## config.mk

```make
export PLATFORM = sky130hd
export DESIGN_NAME = dtins_top
export DESIGN_NICKNAME = d
export VERILOG_FILES = /design/src/rtl/dtins_pkg.sv /design/src/rtl/dtins_dt_reg.sv /design/src/rtl/dtins_span.sv /design/src/rtl/dtins_pair.sv /design/src/rtl/dtins_top.sv
export SDC_FILE = /design/constraint.sdc
export NUM_CORES = 1
export LEC_CHECK = 0
export ABC_AREA = 0
export CAP_MARGIN = 20
export CORE_MARGIN = 2
export CORE_UTILIZATION = 56
export CTS_BUF_LIST = sky130_fd_sc_hd__clkbuf_2 sky130_fd_sc_hd__clkbuf_4 sky130_fd_sc_hd__clkbuf_8
export CTS_CLUSTER_DIAMETER = 100
export DETAILED_ROUTE_END_ITERATION = 10
export PLACE_DENSITY_LB_ADDON = 0.08
export SETUP_SLACK_MARGIN = 0.02
export SYNTH_ARGS = -nofsm -noshare
export SYNTH_HDL_FRONTEND = slang
export SYNTH_SLANG_ARGS = --single-unit
```

## constraint.sdc

```tcl
create_clock -name clk -period 2.77 [get_ports clk]
set_input_delay 0.277 -clock clk [delete_from_list [all_inputs] [get_ports clk]]
set_output_delay 0.277 -clock clk [all_outputs]
set_load 0.02 [all_outputs]
```

## src/rtl/dtins_pkg.sv

```systemverilog
// Package: shared types for the deadtime inserter.
// Assumes a two-bit prescaler select that names the power-of-two ratios 1..8.
package dtins_pkg;

    typedef enum logic [1:0] {
        PRE_DIV1 = 2'd0,
        PRE_DIV2 = 2'd1,
        PRE_DIV4 = 2'd2,
        PRE_DIV8 = 2'd3
    } presc_e;

    // Extra span bits needed for the largest ratio (x8).
    localparam int unsigned PRESC_SHIFT_W = 3;

endpackage

```

## src/rtl/dtins_dt_reg.sv

```systemverilog
// Module: deadtime value register.
// Holds the deadtime count in prescaled ticks. Reset loads all ones.
// Assumes the write strobe and data are synchronous to clk.
module dtins_dt_reg #(
    parameter int unsigned DT_W = 12
) (
    input  logic            clk,
    input  logic            rst_n,
    input  logic            wr_en,
    input  logic [DT_W-1:0] wr_data,
    output logic [DT_W-1:0] dt_q
);

    localparam logic [DT_W-1:0] DT_RESET = '1;

    // Load the value on a strobe and hold it otherwise.
    always_ff @(posedge clk) begin
        if (!rst_n) begin
            dt_q <= DT_RESET;
        end else if (wr_en) begin
            dt_q <= wr_data;
        end
    end

endmodule

```

## src/rtl/dtins_span.sv

```systemverilog
// Module: turns a deadtime count into a span of bus cycles.
// Span = count at divide-by-one, ratio*count-1 at any other ratio, and 0 for a zero count.
// Purely combinational. Assumes SPAN_W >= DT_W + 3.
module dtins_span #(
    parameter int unsigned DT_W   = 12,
    parameter int unsigned SPAN_W = DT_W + dtins_pkg::PRESC_SHIFT_W
) (
    input  dtins_pkg::presc_e presc,
    input  logic [DT_W-1:0]   dt_val,
    output logic [SPAN_W-1:0] span
);

    localparam int unsigned PAD_W = SPAN_W - DT_W;

    logic [SPAN_W-1:0] scaled;
    logic              trim;

    // Scale the count by the power-of-two ratio.
    always_comb begin
        unique case (presc)
            dtins_pkg::PRE_DIV1: scaled = {{PAD_W{1'b0}}, dt_val};
            dtins_pkg::PRE_DIV2: scaled = {{PAD_W{1'b0}}, dt_val} << 1;
            dtins_pkg::PRE_DIV4: scaled = {{PAD_W{1'b0}}, dt_val} << 2;
            default:             scaled = {{PAD_W{1'b0}}, dt_val} << 3;
        endcase
    end

    // Take one cycle off for divided ratios with a nonzero count.
    always_comb begin
        trim = (presc != dtins_pkg::PRE_DIV1) && (dt_val != '0);
        span = trim ? scaled - SPAN_W'(1) : scaled;
    end

endmodule

```

## src/rtl/dtins_pair.sv

```systemverilog
// Module: deadtime gate for one complementary pair.
// A raw level change turns off both drives at once and loads the timer with the span.
// The drive for the new level comes on when the timer runs out. A change during the
// wait reloads the timer. A zero span passes the level through and releases any wait.
// Assumes raw is synchronous to clk.
module dtins_pair #(
    parameter int unsigned SPAN_W = 15
) (
    input  logic              clk,
    input  logic              rst_n,
    input  logic              raw,
    input  logic [SPAN_W-1:0] span,
    output logic              hi,
    output logic              lo
);

    logic              lvl_q;
    logic              seen_q;
    logic [SPAN_W-1:0] wait_q;
    logic              edge_now;
    logic              zero_span;

    // Detect a new level, or the first sample after reset.
    always_comb begin
        edge_now  = !seen_q || (raw != lvl_q);
        zero_span = (span == '0);
    end

    // Track the level, run the wait timer and drive the pair.
    always_ff @(posedge clk) begin
        if (!rst_n) begin
            lvl_q  <= 1'b0;
            seen_q <= 1'b0;
            wait_q <= '0;
            hi     <= 1'b0;
            lo     <= 1'b0;
        end else if (edge_now) begin
            lvl_q  <= raw;
            seen_q <= 1'b1;
            if (zero_span) begin
                wait_q <= '0;
                hi     <= raw;
                lo     <= !raw;
            end else begin
                wait_q <= span;
                hi     <= 1'b0;
                lo     <= 1'b0;
            end
        end else if (wait_q != '0) begin
            if (wait_q == SPAN_W'(1) || zero_span) begin
                wait_q <= '0;
                hi     <= lvl_q;
                lo     <= !lvl_q;
            end else begin
                wait_q <= wait_q - SPAN_W'(1);
            end
        end
    end

endmodule

```

## src/rtl/dtins_top.sv

```systemverilog
// Module: complementary deadtime inserter for NPAIRS channel pairs.
// One shared deadtime register and prescaler select, and one timer per pair.
// Assumes all inputs are synchronous to clk. Reset is synchronous and active low.
module dtins_top #(
    parameter int unsigned NPAIRS = 3,
    parameter int unsigned DT_W   = 12
) (
    input  logic              clk,
    input  logic              rst_n,
    input  logic [1:0]        presc_sel,
    input  logic              dt_wr_en,
    input  logic [DT_W-1:0]   dt_wr_data,
    input  logic [NPAIRS-1:0] pwm_raw,
    output logic [NPAIRS-1:0] out_hi,
    output logic [NPAIRS-1:0] out_lo
);

    localparam int unsigned SPAN_W = DT_W + dtins_pkg::PRESC_SHIFT_W;

    logic [DT_W-1:0]   dt_q;
    logic [SPAN_W-1:0] span;
    dtins_pkg::presc_e presc;

    // Map the select pins onto the ratio type.
    always_comb presc = dtins_pkg::presc_e'(presc_sel);

    dtins_dt_reg #(.DT_W(DT_W)) u_reg (
        .clk     (clk),
        .rst_n   (rst_n),
        .wr_en   (dt_wr_en),
        .wr_data (dt_wr_data),
        .dt_q    (dt_q)
    );

    dtins_span #(.DT_W(DT_W), .SPAN_W(SPAN_W)) u_span (
        .presc  (presc),
        .dt_val (dt_q),
        .span   (span)
    );

    for (genvar g = 0; g < NPAIRS; g++) begin : g_pair
        dtins_pair #(.SPAN_W(SPAN_W)) u_pair (
            .clk   (clk),
            .rst_n (rst_n),
            .raw   (pwm_raw[g]),
            .span  (span),
            .hi    (out_hi[g]),
            .lo    (out_lo[g])
        );
    end

endmodule

```

---- Word level (Yosys, flattened, before mapping) ----
Cells that the tools add are included.
cells by class
  muxes and demuxes ....................... 36
  $add $sub $neg .......................... 4
  reductions and logical operators ........ 32
  equality and inequality tests ........... 8
operators with widths
  operator                 count
  $mux W15                 11
  $sub A15 B1 Y15 const B  4
  $eq A15 B1 Y1 const B    3
  $pmux W15 S3             1
  $reduce_bool A15 Y1      3
  $mux W1                  24
  $logic_not A15 Y1        1
  $reduce_bool A2 Y1       7
  $reduce_bool A12 Y1      1
  $logic_not A1 Y1         9
  $logic_or A1 B1 Y1       6
  $reduce_and A2 Y1        3
  $ne A1 B1 Y1             3
  $eq A2 B1 Y1 const B     1
  $eq A2 B2 Y1 const B     1
  $logic_not A2 Y1         1
  $logic_and A1 B1 Y1      1
storage, ports and cells
  output and inout bits ................... 6
  bits in registers ....................... 69
  input port bits ......................... 20
  logic and storage cells ................. 96

---- Depth between registers and ports, before layout ----
Gate-level depths: netlist of the first run.
  depth in word-level cells ............... 9
  depth in mapped cells ................... 13

---- Cells and area by module ----
Synthesis of the first run repeated with hierarchy kept, for this count alone.
unflattened totals
  cells, all modules ...................... 496
  area total of the unflattened synthesis .. 4,341.7 um^2
by module, submodules not included
  module        area each (um^2)  instances  seq. area each (um^2)  cells each
  dtins_pair    1,051.0           3          380.4                  118
  dtins_span    768.2             1          0.0                    104
  dtins_dt_reg  420.4             1          240.2                  38

---- Least setup slack after synthesis of the first run ----
Ideal clock, no wire load.
  path type ............................... input-to-reg
  start point ............................. in presc_sel[1]
  end point ............................... reg g_pair[2].u_pair.wait_q[14]
  data required time ...................... 2,643 ps
  arrival ................................. 2,773 ps
  path slack .............................. -129 ps
  library setup time ...................... 127 ps
  stages .................................. 12
  cell sequence ........................... buf_4 clkbuf_1 buf_1 a21o_1 ha_1 inv_1 a311o_1 or4_1 buf_4 nor3b_4 o22ai_1 or3_1
between the ends
  word-level cells in the longest chain between the ends .. 9
  elaborated cells on any way between the ends .. 14
  those cells by class .................... 1 x add/sub; 2 x eq/ne; 6 x mux; 5 x reduce/logical
ends and longest elaborated chain
  item                                  RTL line          RTL
  start, declared                       dtins_top.sv:10   input logic [1:0] presc_sel,
  $eq A2 B2 Y1 (tied with other cells)  dtins_span.sv:20  unique case (presc)
  $pmux W15 S3                          dtins_span.sv:20
  $sub A15 B1 Y15                       dtins_span.sv:31  span = trim ? scaled - SPAN_W'(1) : scaled;
  $mux W15 (*)                          dtins_span.sv:31
  $logic_not A15 Y1                     dtins_pair.sv:26  zero_span = (span == '0);
  $logic_or A1 B1 Y1                    dtins_pair.sv:50  if (wait_q == SPAN_W'(1) || zero_span) begin
  $mux W15                              dtins_pair.sv:50
  $mux W15                              dtins_pair.sv:49  end else if (wait_q != '0) begin
  $mux W15 (*)                          dtins_pair.sv:37  end else if (edge_now) begin
  end signal, assigned                  dtins_pair.sv:45  wait_q <= span;
  end signal, assigned                  dtins_pair.sv:55  wait_q <= wait_q - SPAN_W'(1);
  end, declared                         dtins_pair.sv:19  logic [SPAN_W-1:0] wait_q;
Every way passes the cells marked *; elsewhere a longest branch is shown, timed or not. The select of a mux whose other input is x is not followed.
A chain may end at the register's enable or synchronous reset.

---- Worst setup path after layout of the first run ----
  start point ............................. reg u_reg.dt_q[11]
  end point ............................... reg g_pair[2].u_pair.wait_q[1]
between the ends
  word-level cells in the longest chain between the ends .. 8
  elaborated cells on any way between the ends .. 11
  those cells by class .................... 1 x add/sub; 6 x mux; 4 x reduce/logical
ends and longest elaborated chain
  item                                                           RTL line                            RTL
  start, declared                                                dtins_dt_reg.sv:11                  output logic [DT_W-1:0] dt_q
  start signal, assigned                                         dtins_dt_reg.sv:21                  dt_q <= wr_data;
  $pmux W15 S3 / $reduce_bool A12 Y1 (equally long branches)     dtins_span.sv:20, dtins_span.sv:30
  $sub A15 B1 Y15 / $logic_and A1 B1 Y1 (equally long branches)  dtins_span.sv:31, dtins_span.sv:30
  $mux W15 (*)                                                   dtins_span.sv:31
  $logic_not A15 Y1                                              dtins_pair.sv:26
  $logic_or A1 B1 Y1                                             dtins_pair.sv:50
  $mux W15                                                       dtins_pair.sv:50
  $mux W15                                                       dtins_pair.sv:49
  $mux W15 (*)                                                   dtins_pair.sv:37
Marks and branches as above.

==> impl_results.md, run 1 <==
* Initial DRC Count at approximately 240
* Drt total wl at roughly 11,000 um
* Status: finished, final reports clean
* I/O pins at 26
* # nets final at 580
* Largest net degree at the start of global routing at 31
* Fin area at approximately 5000 sq um
* Clock power share at 0.314
* DR WL/cell at roughly 17 um
* Diodes inserted at 0
* Clock sink count at 69
* Critical Path Source: u_reg.dt_q[11]
* Count of state elements after synthesis at slightly below 70
* Final Slew Violations at 0
* Pwr per Cell Area at ~550 nW/um^2
* CTS tree: done
* Static leakage at between 1.5 and 2 nW
* First-pass GRT wire length at roughly 18,000 um
* Clock buffer count from CTS at 9
* DP Wirelength at slightly below 8000 um
* Reg2reg setup slack at ~90 ps
* Sw Pwr at between 0.0008 and 0.0009 W
* Worst slew pin tran at about 840 ps
* Final setup fails at 0
* Crit share post-route at 0.9670
* Final Util at 0.6870
* Area Overhead vs Synth at 19.06%
* Met1 GRT Util at 0.3535
* Core Rows at 31
* Clk root buf: clkbuf_8
* Fin. Hold Viols at 0
* Switching part of the total at 0.3160
* Port bufs at 25
* CTS clk-pin slew, worst paths at 80 ps
* Synth warn at 0
* Yosys cell types at 61
* Maximum root-to-sink buffer count at 2
* TNS Setup at 0 ps
* Via count at a little under 4,000
* Fillcell total at approximately 630
* Most used routing layer: met2
* Synth Cell Area at approximately 4200 sq um
* Syn Inst Count at 498
* Total grt overflow at 0
* Class of the worst hold path: reg2reg
* Drt pass-1 iters at 4
* MaxCap Viol Count at 0
* Initial cell density of the core at 0.5770
* H-tree depth at 3
* Crit path capture type: register
* Syn Nets at roughly 530
* Worst Skew at between 9 and 10 ps
* CORE AREA at between 7000 and 8000 sq um
* Chip height at around 90 um
* Normalized max-slew margin at 0.4374
* Post-synthesis sequential area ratio at 0.3318
* Fmax at 373.3 MHz
* Seq pwr share at 0.437
* Die ar. at slightly above 8000 sq um
* Antenna violation net count after detailed routing at 0
* Setup CP Type: reg2reg
* Most common flop cell mapped by yosys: dfxtp_1
* GRT met2 Usage at 0.4612
* Logic pwr share at 0.249
* Placed cell areas at 4747 sq um
* Mean area per synthesized cell at approximately 8.4 sq um
* Crit start category: register
* Worst VDD drop at around 280 uV
* Worst Path Max Fanout at 7
* Area contributors post-synth: dfxtp_1, mux2i_1, xnor2_1, nor2_1, xor2_1
* Yosys top cell area share at 0.3318
* Hold buffer count at CTS at 0
* Ys async rst share at 0
* Internal power at roughly 0.0019 W
* R2r startpoint: u_reg.dt_q[11]
* Worst EP arrival at 2910 ps
* # DRC at 0
* Critical Path RT at about 3000 ps
* Share of layout cells above drive strength 1 at 0.1523
* Hold path start: g_pair[0].u_pair.hi
* RePlAce Congestion at roughly 0.9
* Number of global-route vias before repair at approximately 3,700
* RSZ-0062 raised after global routing: no
* Die width at 90.22 um
* Fin crit period at 2679 ps
* Met3 GRT Util at 0.06370
* Initial antenna violation count at 0
* Number of vias per cell at ~6
* Skew-Pair Late Insertion Delay at ~350 ps
* Number of synthesized flops with an enable pin at 0
* Cell taking the most area after synthesis: dfxtp_1
* Gr usage total at 0.2773
==> cells in the mapped netlist (all sizes together), types with 9 or more instances <==
| cell | n |
|---|---|
| o21ai | 11 |
| buf | 16 |
| nand3 | 15 |
| a21oi | 23 |
| xnor2 | 24 |
| nor2 | 54 |
| and2 | 9 |
| nand2b | 14 |
| nand2 | 44 |
| xor2 | 23 |
| o22ai | 22 |
| mux2i | 28 |
| inv | 11 |
| nor4 | 21 |
| dfxtp | 69 |
| clkbuf | 15 |
==> metrics by stage <==
stage	total power, W	cells	worst slack, ps	hold WS (ps)
after floorplan	0.001655	498	63.62	398.7
after global placement	0.001868	641	-100.5	458.8
after detailed placement	0.001883	641	-221.3	467.0
after CTS	0.002738	657	119.0	481.8
after global routing	0.002867	657	50.76	506.1
final	0.002738	657	91.36	479.8
==> state kept, by name (all words and copies together), names as in the netlist <==
| signal | cells |
|---|---|
| g_pair.u_pair.lvl_q | 3 |
| g_pair.u_pair.hi | 3 |
| u_reg.dt_q | 12 |
| g_pair.u_pair.lo | 3 |
| g_pair.u_pair.seen_q | 3 |
| g_pair.u_pair.wait_q | 45 |
==> critical path: stages, from the launching register on <==
cell	delay, ps
dfxtp_1	360
nor4_1	560
nand3_1	440
a22oi_1	790
o221ai_1	240
o211a_1	170
==> layer usage <==
layer  wire length [um]  part of all wire
met2               5243              0.47
met5                  0                 0
met3                741             0.067
met4                262             0.024
met1               4833              0.44
==> worst paths after layout <==
kind	endpoint	depth (start not counted)
max	g_pair[2].u_pair.wait_q[1]	5
min	g_pair[0].u_pair.hi	2
max reg2reg	g_pair[2].u_pair.wait_q[1]	5
min reg2reg	g_pair[0].u_pair.hi	2
==> layout by cell type (no fill, tap or decap), types with 3 or more instances in the layout <==
cell type	n
o21a_1	3
clkbuf_8	10
or3_1	4
dfxtp_1	69
xor2_1	23
and2_1	8
nor3_1	4
nand4_1	8
clkdlybuf4s50_1	25
ha_1	7
a31oi_1	5
nor4_1	19
nand2b_1	14
o211ai_1	6
o22a_1	3
o221ai_1	5
o21ai_0	10
mux2_2	4
o22ai_1	22
inv_1	11
xnor2_1	24
nand2_1	44
nor2_1	54
buf_4	50
or4_1	3
o211a_1	4
or2_2	4
nand3_1	15
nor3b_1	4
and3_1	5
mux2i_1	27
a21oi_1	23
==> what timing repair did <==
item,4_1_cts,5_1_grt
gates resized for setup,0,2
setup endpoints to repair,0,3
setup buffers,0,0
==> power by group through the flow <==
stage | combinational [W] | clock (W) | sequential (W)
2_1_floorplan | 0.000462 | 0 | 0.00119
3_3_place_gp | 0.000656 | 0 | 0.00121
3_5_place_dp | 0.000666 | 0 | 0.00122
4_1_cts | 0.000674 | 0.000868 | 0.00120
5_1_grt | 0.000746 | 0.000908 | 0.00121
6_report | 0.000681 | 0.000860 | 0.00120
==> kinds of logic after synthesis <==
kind of cell             share of synthesized area
AO/OA/AOI/OAI                               0.1671
flip-flops                                  0.3318
buffers and inverters                      0.05049
XOR/XNOR                                   0.09889
adder cells (fa/ha/maj)                    0.02104
multiplexers                               0.09197
AND/OR/NAND/NOR                             0.2387
==> layout make-up <==
cell class | count | area, sq um | area share
inverters | 12 | 45.04 | 0.009089
well taps | 99 | 123.9 | 0.02499
multi-input cells | 386 | 2580 | 0.5206
clock buffers | 12 | 152.6 | 0.03080
clock inverters | 4 | 47.55 | 0.009594
repair buffers | 75 | 625.6 | 0.1262
flip-flops and latches | 69 | 1381 | 0.2787
Power figures use the tool's default switching activity.
==> run 2, diff against run 1 <==
--- a/config.mk
+++ b/config.mk
@@ -12,8 +12,10 @@
 export CTS_BUF_LIST = sky130_fd_sc_hd__clkbuf_2 sky130_fd_sc_hd__clkbuf_4 sky130_fd_sc_hd__clkbuf_8
 export CTS_CLUSTER_DIAMETER = 100
 export DETAILED_ROUTE_END_ITERATION = 10
+export GPL_TIMING_DRIVEN = 0
 export PLACE_DENSITY_LB_ADDON = 0.08
 export SETUP_SLACK_MARGIN = 0.02
 export SYNTH_ARGS = -nofsm -noshare
 export SYNTH_HDL_FRONTEND = slang
 export SYNTH_SLANG_ARGS = --single-unit
+export TNS_END_PERCENT = 5
==> run 2 against run 1 <==
  * Wire length down 2.5%
  * Final area down 3.8%
  * Via count down 1.2%
  * Non-clock buffer count down 22
  * Sequential power about the same
  * Total power down 2.9%
  * Die area unchanged
  * Register-to-register slack better by 50 ps
  * Core utilization down 2.6 points
  * Worst hold slack worse by 160 ps
  * Critical endpoint is now g_pair[2].u_pair.wait_q[14]
==> impl_results.md, run 2 (same netlist as run 1, synthesis figures left out) <==
* Status: finished, final reports clean
* Final Slew Violations at 0 (unchanged)
* Worst Skew at 9.052 ps (-0.1984 ps)
* Critical-path cell list: buf_6 -> buf_6 -> clkbuf_2 -> nand2_1 -> a21o_1 -> ha_1 -> inv_1 -> a311o_1 -> or4_1 -> buf_4 -> nor3b_4 -> o22ai_1 -> or3_1
* Hold path start: dt_wr_en
* Static leakage at 1.848 nW (-7.4%)
* TNS Setup at 0 ps (unchanged)
* CP max-delay cell: or4_1
* Most common cell after layout, fill and taps aside: dfxtp_1
* Regs by FF count: g_pair.u_pair.wait_q (45), u_reg.dt_q (12)
* Worst Path Max Fanout at 10 (+3)
* RSZ-0062 raised after global routing: yes
* Worst slew pin tran at 999.9 ps (+156.0 ps)
* Cell mode on critical path: buf_6
* Hold buffer count at CTS at 0 (unchanged)
* CTS tree: done
* Crit path capture type: register
* Largest net degree at the start of global routing at 12 (-61%)
* Final setup fails at 0 (unchanged)
* Die ar. at 8139 sq um (unchanged)
* Worst VDD drop at 306.5 uV (+8.1%)
* Pre-CTS WS at -209.8 ps (+11.47 ps)
* Worst EP arrival at 2870 ps (-40 ps)
* Fmax at 379.0 MHz (+1.5%)
* Crit share post-route at 0.9527 (-0.01437)
* Total grt overflow at 0 (unchanged)
* Clk root buf: clkbuf_8
* Share of layout cells above drive strength 1 at 0.1065 (-0.04579)
* Initial DRC Count at 248 (+2.1%)
* Reg2reg setup slack at 140 ps (+50 ps)
* Via count at 3,861 (-1.2%)
* Port bufs at 22 (-12%)
* Smallest setup slack after layout at 131.1 ps (+39.79 ps)
* R2r startpoint: u_reg.dt_q[11]
* Initial cell density of the core at 0.5770 (unchanged)
* Clock buffer count from CTS at 9 (unchanged)
* Area Overhead vs Synth at 14.49%
* CORE AREA at 7214 sq um (unchanged)
* Drt pass-1 iters at 5 (+1)
* R2R cell count at 8 (+3)
* Critical Path RT at 3000 ps (about the same)
* Drt total wl at 10,800 um (-2.5%)
* Skew-Pair Late Insertion Delay at 350 ps (about the same)
* Commonest cells after routing, fill and taps aside: dfxtp_1, nor2_1, nand2_1
* Initial antenna violation count at 0 (unchanged)
* Hold path depth at 3 (+1)
* I/O pins at 26 (unchanged)
* # DRC at 0 (unchanged)
* DR WL/cell at 17.03 um (+1.0%)
* First-pass GRT wire length at 17,770 um (-1.6%)
* Fin. Hold Viols at 0 (unchanged)
* Diodes inserted at 0 (unchanged)
* Number of vias per cell at 6.090 (+2.4%)
* Fin crit period at 2639 ps (-39.79 ps)
* Critical Path Source: presc_sel[0]
* Gr usage total at 0.2729 (-0.004398)
* Setup CP Type: in2reg
* Die width at 90.22 um (unchanged)
* Biggest register: g_pair.u_pair.wait_q
* Maximum root-to-sink buffer count at 2 (unchanged)
* H-tree depth at 3 (unchanged)
* Largest register FFs at 45 (unchanged)
* MaxCap Viol Count at 0 (unchanged)
* Core Rows at 31 (unchanged)
* Worst Hold End: u_reg.dt_q[11]
* Class of the worst hold path: in2reg
* RePlAce Congestion at 0.9896 (+9.5%)
* DP Wirelength at 7615 um (-3.9%)
* CTS clk-pin slew, worst paths at 80 ps (about the same)
* RR Endpoint: g_pair[2].u_pair.wait_q[14]
* Pwr per Cell Area at 557.9 nW/um^2 (+0.97%)
* Normalized max-slew margin at 0.3143 (-0.1230)
* Chip height at 90.22 um (unchanged)
* Final Util at 0.6606 (-0.02636)
* Number of global-route vias before repair at 3,694 (-0.48%)
* Clock sink count at 69 (unchanged)
* CP peak stage delay at 410 ps (-380 ps)
* Crit start category: input port
* Antenna violation net count after detailed routing at 0 (unchanged)
* # nets final at 558 (-3.8%)
## run 2: critical path: cells and delay by family
family,cells,cell delay (ps)
buffers and inverters,5,720
adder cells (fa/ha/maj),1,140
AO/OA/AOI/OAI,3,520
AND/OR/NAND/NOR,4,1200
## run 2: power breakdown
group	switching [W]	internal [W]	leakage (nW)
Clock	0.000382	0.000444	0.103
Sequential	0.000111	0.00109	0.574
Combinational	0.000353	0.000279	1.17
## run 2: cell type report
class	count	area, sq um
timing repair buffer	22	220.2
inverter	12	45.04
buffer	31	171.4
clock inverter	4	48.80
tap	99	123.9
sequential	69	1383
fill	649	2449
multi-input combinational	386	2629
clock buffer	11	145.1
## run 2: worst max path at each step
| stage | to | slack [ps] | cells after the start |
|---|---|---|---|
| 6_report | g_pair[2].u_pair.wait_q[14] | 130 | 13 |
| 5_1_grt | g_pair[2].u_pair.wait_q[14] | -8 | 8 |
| 4_1_cts | g_pair[0].u_pair.wait_q[1] | 30 | 7 |
| 3_5_place_dp | g_pair[1].u_pair.wait_q[10] | -210 | 12 |
| 3_3_place_gp | g_pair[2].u_pair.wait_q[14] | -150 | 12 |
| 2_1_floorplan | g_pair[2].u_pair.wait_q[14] | 60 | 13 |
## run 2: repair_timing
item | in CTS | in global routing
buffers inserted | 0 | 0
endpoints found under the setup margin | 9 | 15
pin swaps | 0 | 2
gates resized for setup | 3 | 10
## run 2: metal layers
layer  global-route usage  up-vias  routed length (um)
met5                    0        -                   0
met4               0.1000        0                 316
met3              0.06622       31                 800
met2               0.4348      150                4899
met1               0.3600     1818                4782
li1                     -     1862                   -
## run 2: metrics by stage
step	instance area, sq um	instances	hold WS, ps	power [W]
2_1_floorplan	4167	498	398.7	0.001655
3_3_place_gp	4511	619	458.8	0.001808
3_5_place_dp	4511	619	458.0	0.001825
4_1_cts	4725	634	303.4	0.002655
5_1_grt	4766	634	319.4	0.002779
6_report	4766	634	317.1	0.002659
